**config.mk**
```make
export PLATFORM = sky130hd
export DESIGN_NAME = i2s_xcvr
export DESIGN_NICKNAME = d
export VERILOG_FILES = /design/src/rtl/i2s_xcvr.sv
export SDC_FILE = /design/constraint.sdc
export NUM_CORES = 1
export LEC_CHECK = 0
export CORE_MARGIN = 10
export CORE_UTILIZATION = 50
export DETAILED_ROUTE_END_ITERATION = 16
export PLACE_DENSITY = 0.77
export SETUP_SLACK_MARGIN = 0.02
export SYNTH_ARGS = -nofsm -noshare
export SYNTH_HDL_FRONTEND = slang
export SYNTH_SLANG_ARGS = --single-unit
```
**constraint.sdc**
```tcl
create_clock -name clk -period 2.2 [get_ports clk]
set_clock_uncertainty 0.1 [all_clocks]
set_input_delay 0.55 -clock clk [delete_from_list [all_inputs] [get_ports clk]]
set_output_delay 0.55 -clock clk [all_outputs]
set_load 0.005 [all_outputs]
```
**src/rtl/i2s_xcvr.sv**
```systemverilog
module i2s_xcvr #(
  parameter int BDIV_W = 8,
  parameter int MDIV_W = 3
) (
  input  logic              clk,
  input  logic              rst_n,
  input  logic              core_en,
  input  logic              xmt_en,
  input  logic              rcv_en,
  input  logic              ext_clocks,
  input  logic              left_just,
  input  logic [1:0]        word_sz,
  input  logic              single_ch,
  input  logic              single_left,
  input  logic              tx_silence,
  input  logic [BDIV_W-1:0] bit_div,
  input  logic              ref_en,
  input  logic [MDIV_W-1:0] ref_div,
  input  logic              bit_clk_i,
  input  logic              frame_clk_i,
  input  logic              sd_i,
  output logic              bit_clk_o,
  output logic              frame_clk_o,
  output logic              sd_o,
  output logic              ref_clk_o,
  input  logic [31:0]       tx_data,
  input  logic              tx_empty,
  output logic              tx_pop,
  output logic              xmt_starved,
  output logic [31:0]       rx_data,
  output logic              rx_push,
  output logic              chan_is_right,
  output logic              xmt_busy
);
  localparam int DW = 32;
  localparam logic [BDIV_W-1:0] BONE = 1;
  localparam logic [MDIV_W-1:0] MONE = 1;

  logic [5:0] wbits;
  assign wbits = {1'b0, word_sz, 3'b000} + 6'd8;

  // internal clock generation
  logic run_m, tick, bclk_q, lrck_q, m_fall, m_rise;
  logic [BDIV_W-1:0] bc_cnt;
  logic [5:0] slot_cnt;
  assign run_m = core_en & ~ext_clocks;
  assign tick  = (bc_cnt >= bit_div);

  always_ff @(posedge clk or negedge rst_n) begin
    if (!rst_n) begin
      bc_cnt <= '0; bclk_q <= 1'b0; lrck_q <= 1'b1; slot_cnt <= '0; m_fall <= 1'b0; m_rise <= 1'b0;
    end else if (!run_m) begin
      bc_cnt <= '0; bclk_q <= 1'b0; lrck_q <= 1'b1; slot_cnt <= '0; m_fall <= 1'b0; m_rise <= 1'b0;
    end else begin
      m_fall <= tick & bclk_q;
      m_rise <= tick & ~bclk_q;
      if (tick) begin
        bc_cnt <= '0;
        bclk_q <= ~bclk_q;
        if (bclk_q) begin
          if (slot_cnt == 6'd0) begin
            lrck_q   <= ~lrck_q;
            slot_cnt <= wbits - 6'd1;
          end else begin
            slot_cnt <= slot_cnt - 6'd1;
          end
        end
      end else begin
        bc_cnt <= bc_cnt + BONE;
      end
    end
  end

  assign bit_clk_o   = bclk_q;
  assign frame_clk_o = lrck_q;

  // external clock synchronizers
  logic [2:0] sb;
  logic [1:0] sl, sd;
  always_ff @(posedge clk or negedge rst_n) begin
    if (!rst_n) begin
      sb <= '0; sl <= 2'b11; sd <= '0;
    end else begin
      sb <= {sb[1:0], bit_clk_i};
      sl <= {sl[0], frame_clk_i};
      sd <= {sd[0], sd_i};
    end
  end

  logic fall_evt, rise_evt, lr_cur, din;
  assign fall_evt = core_en & (ext_clocks ? (sb[2] & ~sb[1]) : m_fall);
  assign rise_evt = core_en & (ext_clocks ? (~sb[2] & sb[1]) : m_rise);
  assign lr_cur   = ext_clocks ? sl[1] : lrck_q;
  assign din      = ext_clocks ? sd[1] : sd_i;

  // transmitter
  logic tx_act, lr_f, tx_pend, right_q, f_edge, load;
  logic [DW-1:0] tx_sh, fetched, aligned;
  logic [5:0] tx_left;
  assign tx_act  = core_en & xmt_en;
  assign f_edge  = fall_evt & (lr_cur != lr_f);
  assign load    = tx_act & fall_evt & (left_just ? f_edge : tx_pend);
  assign tx_pop      = load & ~tx_empty;
  assign xmt_starved = load & tx_empty;
  assign fetched = (tx_silence | tx_empty) ? '0 : tx_data;
  assign aligned = fetched << (6'd32 - wbits);

  always_ff @(posedge clk or negedge rst_n) begin
    if (!rst_n) begin
      lr_f <= 1'b1; tx_pend <= 1'b0; tx_sh <= '0; tx_left <= '0; right_q <= 1'b0;
    end else begin
      if (!core_en || fall_evt) lr_f <= lr_cur;
      if (!tx_act) begin
        tx_pend <= 1'b0; tx_sh <= '0; tx_left <= '0; right_q <= 1'b0;
      end else if (fall_evt) begin
        tx_pend <= f_edge & ~left_just;
        if (load) begin
          tx_sh   <= aligned;
          tx_left <= tx_empty ? 6'd0 : wbits;
          right_q <= lr_cur;
        end else begin
          tx_sh <= tx_sh << 1;
          if (tx_left != 6'd0) tx_left <= tx_left - 6'd1;
        end
      end
    end
  end

  assign sd_o          = tx_sh[DW-1];
  assign xmt_busy      = (tx_left != 6'd0);
  assign chan_is_right = right_q;

  // receiver
  logic rx_act, lr_r, rx_pend, rx_ch, r_edge, rx_start, keep;
  logic [5:0] rx_left;
  logic [DW-1:0] rx_sh;
  assign rx_act   = core_en & rcv_en;
  assign r_edge   = rise_evt & (lr_cur != lr_r);
  assign rx_start = rx_act & rise_evt & (left_just ? r_edge : rx_pend);
  assign keep     = ~single_ch | (rx_ch == ~single_left);

  always_ff @(posedge clk or negedge rst_n) begin
    if (!rst_n) begin
      lr_r <= 1'b1; rx_pend <= 1'b0; rx_ch <= 1'b0; rx_left <= '0;
      rx_sh <= '0; rx_data <= '0; rx_push <= 1'b0;
    end else begin
      rx_push <= 1'b0;
      if (!core_en || rise_evt) lr_r <= lr_cur;
      if (!rx_act) begin
        rx_pend <= 1'b0; rx_left <= '0;
      end else if (rise_evt) begin
        rx_pend <= r_edge & ~left_just;
        if (rx_start) begin
          rx_sh   <= {{(DW-1){1'b0}}, din};
          rx_left <= wbits - 6'd1;
          rx_ch   <= lr_cur;
        end else if (rx_left != 6'd0) begin
          rx_sh   <= {rx_sh[DW-2:0], din};
          rx_left <= rx_left - 6'd1;
          if (rx_left == 6'd1 && keep) begin
            rx_data <= {rx_sh[DW-2:0], din};
            rx_push <= 1'b1;
          end
        end
      end
    end
  end

  // reference clock divider
  logic [MDIV_W-1:0] mc_cnt, mc_nxt;
  logic mclk_q;
  assign mc_nxt = mc_cnt + MONE;
  always_ff @(posedge clk or negedge rst_n) begin
    if (!rst_n) begin
      mc_cnt <= '0; mclk_q <= 1'b0;
    end else if (!ref_en || ref_div == '0) begin
      mc_cnt <= '0; mclk_q <= 1'b0;
    end else if (mc_nxt >= ref_div) begin
      mc_cnt <= '0; mclk_q <= ~mclk_q;
    end else begin
      mc_cnt <= mc_nxt;
    end
  end
  assign ref_clk_o = ref_en & ((ref_div == '0) ? clk : mclk_q);

  AST_FRAME_ON_FALL: assert property (@(posedge clk) disable iff (!rst_n)
    (run_m && $past(run_m) && (frame_clk_o != $past(frame_clk_o))) |-> $fell(bit_clk_o));
  AST_RX_UPPER_ZERO: assert property (@(posedge clk) disable iff (!rst_n)
    (rx_push && $stable(word_sz)) |-> ((rx_data >> wbits) == '0));
  AST_SILENCE_ZERO: assert property (@(posedge clk) disable iff (!rst_n)
    (tx_pop && tx_silence) |=> !sd_o);
  AST_STARVE_ZERO: assert property (@(posedge clk) disable iff (!rst_n)
    xmt_starved |=> !sd_o);
  AST_BUSY_AFTER_POP: assert property (@(posedge clk) disable iff (!rst_n)
    tx_pop |=> xmt_busy);
  AST_IDLE_CLOCKS: assert property (@(posedge clk) disable iff (!rst_n)
    (!run_m && $past(!run_m)) |-> (!bit_clk_o && frame_clk_o));
  AST_NO_PUSH_OFF: assert property (@(posedge clk) disable iff (!rst_n)
    (!rx_act && $past(!rx_act)) |-> !rx_push);
endmodule

```
==> metrics.txt <==
Synth Flop Type sky130_fd_sc_hd__dfrtp_1; final-stage net count 870; count of unresolved DRC violations after routing 0; Worst slew margin about two thirds; slowest stage delay, CP roughly 0.55 ns; first-pass GRT wire length ~31,000 um; required time of the worst setup path 1.55 ns; cell area after layout between 0.009 and 0.01 mm2; worst setup path category flop to output pin; cell area after synthesis ~0.0072 mm2; fraction of layout instances using a drive strength above 1 approximately 29%; cell-by-cell listing of the critical path mux2i_4 -> mux2i_4 -> o21ai_4 -> nor2_2 -> buf_2; worst path arrival time ~1.8 ns; area growth from synthesis to layout 37.0%; clock slew at reported path FFs roughly 0.060 ns; RR Endpoint rx_data[8]; setup-violating endpoint count in the final report 2; Post-DP HPWL 13,200 um; CTS tree yes; Pwr Total roughly 7.3 mW; launch point of the critical path frame_clk_o; worst-case register-to-register setup slack 0 ns; count of nets left with antenna violations after detail routing 0; DP Cell Count a little over 900; final critical-path required period 2.47 ns; pin count of the biggest net entering global routing 45; final routed wirelength across all metal layers 18,900 um; unrepaired setup endpoints after global routing yes; origin of the worst min-delay path sd[0]; GRT overflow 0; reported max-cap violation count 0; input/output buffers 100; Worst Hold Path EP sd[1]; CP startpoint kind flop; final weighted congestion in routability-driven placement 0.881; status finished with violations; number of cells in the finished layout apart from fillers 982; first-pass iteration count of the detailed router 6; Die Ht approximately 140 um; setup_tns -0.518 ns; leakage between 4 and 5 nW; vias in the first global route 5,878; Die ar. 0.0196 mm2; Initial Util 51.4%; IO Pins 101; Max Freq 0.405 GHz; total nets after synthesis 685; power density over cell area between 700 and 800 mW/mm2; violations in the final reports setup timing; detailed-route via count 5,579; fraction of the cycle the final worst path needs 112%; Worst Setup End Kind output pin; Min Hold Slack 0.251 ns; number of antenna violations at the first check in global routing 1; fill cell total of the finished layout approximately 1,000; sequential area share after synthesis 49.9%; Max FO, Critical Path 4; Die Wd 140 um; CP most frequent cell sky130_fd_sc_hd__mux2i_4; Critical Path Slowest Stage Cell sky130_fd_sc_hd__dfstp_2; asr flop ratio synth 100%; placement-stage cell area slightly below 0.009 mm2; standard-cell rows 43; number of cells on the worst hold path 0; DRC marker count from the first detailed-route iteration approximately 370; flip-flop and latch count after synthesis 143; clock latency at the later pin of the worst-skew pair around 0.54 ns; Hold Violations, Final 0; yosys synthesis warning count 0; Post-synth EDFFs 0; gate count after technology mapping 603; Tightest Pin Transition 0.488 ns; fin. max-slew vios 0; cells on worst reg2reg path 8; post-route setup slack -0.269 ns; worst hold path class flop to flop; area of the placeable core approximately 0.014 mm2; routed wire length per instance slightly below 20 um; Worst IR Drop VDD around 0.7 mV; GRT Overall Usage a little under a fifth; post-synthesis area per instance between 10 and 15 um2; count of unique library cells instantiated by Yosys between 60 and 70; startpoint of the worst register-to-register path rx_left[1]; Vias/cell 5.68
how the worst max path moves through the flow:
| stage | to | depth (start not counted) |
|---|---|---|
| 2_1_floorplan | tx_pop | 5 |
| 3_5_place_dp | tx_pop | 6 |
| 5_1_grt | xmt_starved | 5 |
| 6_report | xmt_starved | 5 |
| 3_3_place_gp | tx_pop | 6 |
| 4_1_cts | xmt_starved | 5 |
registers in the layout, summed over array words and instances, names as in the netlist:
signal / cells
mc_cnt: 3
tx_pend: 1
rx_push: 1
mclk_q: 1
tx_sh: 32
slot_cnt: 6
sd: 2
rx_data: 32
bit_clk_o: 1
sl: 2
chan_is_right: 1
frame_clk_o: 1
m_fall: 1
lr_r: 1
rx_sh: 31
rx_left: 6
rx_ch: 1
rx_pend: 1
m_rise: 1
lr_f: 1
sb: 3
tx_left: 6
bc_cnt: 8
cell type report:
type,count,area [um2],share of cell area [%]
Antenna cell,1,2.50,0.0254
Clock buffer,20,480,4.88
Clock inverter,15,149,1.51
Inverter,27,101,1.03
Multi-Input combinational cell,401,3460,35.2
Sequential cell,143,3590,36.4
Tap cell,180,225,2.29
Timing Repair Buffer,195,1840,18.7
repair_timing:
action                                  in CTS  in global routing
buffers inserted                            12                  7
hold buffers                                 1                  0
gates cloned                                 1                  1
endpoints found under the setup margin      74                 58
resized for setup                           44                 23
endpoints found under the hold margin       27                  0
pin swaps                                    7                  7
worst max-delay path: cells and delay by family (launching register included):
family	cells	cell delay (ns)
compound gates	1	0.23
mux	2	0.29
buf+inv	1	0.13
flops	1	0.55
simple gates	1	0.07
kinds of logic (layout without fill, tap and decap cells):
kind of cell	Yosys count	in the layout	synth area share, %
AO/OA/AOI/OAI	166	166	17.5
XOR/XNOR	17	17	2.18
adder cells (fa/ha/maj)	22	22	3.83
buffers and inverters	59	257	4.00
multiplexers	63	63	12.7
AND/OR/NAND/NOR	133	133	9.94
flip-flops	143	143	49.9
other	0	1	0
cell usage after synthesis, types with 9 or more instances:
library cell               instances  area, um2
sky130_fd_sc_hd__a22o_1           38        333
sky130_fd_sc_hd__a21oi_1          17       85.1
sky130_fd_sc_hd__o21ai_0          12       60.1
sky130_fd_sc_hd__nor2_1           35        131
sky130_fd_sc_hd__mux2i_1          12        120
sky130_fd_sc_hd__mux2_2           13        146
sky130_fd_sc_hd__a22oi_1          32        240
sky130_fd_sc_hd__clkbuf_1         17       63.8
sky130_fd_sc_hd__inv_1            27        101
sky130_fd_sc_hd__mux2_4           28        420
sky130_fd_sc_hd__ha_1             22        275
sky130_fd_sc_hd__nand2_1          28        105
sky130_fd_sc_hd__dfrtp_1         138       3450
sky130_fd_sc_hd__o21ai_1          21        105
sky130_fd_sc_hd__nand3_1          12       60.1
sky130_fd_sc_hd__xor2_1            9       78.8
cell usage in the layout (no fill, tap or decap), types with 6 or more instances in the layout:
cell type	synthesis	routed
sky130_fd_sc_hd__inv_6	0	6
sky130_fd_sc_hd__mux4_2	8	8
sky130_fd_sc_hd__o2bb2ai_1	8	8
sky130_fd_sc_hd__a22o_1	38	38
sky130_fd_sc_hd__buf_12	0	7
sky130_fd_sc_hd__clkdlybuf4s50_1	0	88
sky130_fd_sc_hd__nor2b_1	8	7
sky130_fd_sc_hd__buf_4	2	78
sky130_fd_sc_hd__a21oi_1	17	16
sky130_fd_sc_hd__buf_6	7	11
sky130_fd_sc_hd__nand2b_1	8	7
sky130_fd_sc_hd__nor2_1	35	32
sky130_fd_sc_hd__mux2i_1	12	12
sky130_fd_sc_hd__mux2_2	13	13
sky130_fd_sc_hd__clkbuf_16	0	20
sky130_fd_sc_hd__ha_1	22	19
sky130_fd_sc_hd__inv_1	27	24
sky130_fd_sc_hd__mux2_4	28	28
sky130_fd_sc_hd__xnor2_1	7	7
sky130_fd_sc_hd__and3_1	8	8
sky130_fd_sc_hd__a22oi_1	32	32
sky130_fd_sc_hd__nand2_1	28	27
sky130_fd_sc_hd__o21ai_1	21	20
sky130_fd_sc_hd__dfrtp_1	138	137
sky130_fd_sc_hd__xor2_1	9	9
sky130_fd_sc_hd__nand3_1	12	12
sky130_fd_sc_hd__o21ai_0	12	12
through the flow:
stage	worst slack [ns]	utilization, %
floorplan	-0.161	-
global placement	-0.992	63.6
detailed placement	-1.02	63.6
CTS	-0.303	69.2
global route	-0.339	70.4
finish	-0.269	70.4
where the power goes:
group	switching, mW	internal, mW
sequential	0.0851	2.71
combinational	0.727	0.779
clock	1.22	1.75
layer usage:
metal	GRT usage (%)	vias to the layer above	wire length, um
met1	22.0	2799	7750
met4	7.39	0	284
li1	-	2600	-
met2	33.7	157	10000
met3	4.46	23	816
met5	0	-	0
(Power assumes the default switching activity.)
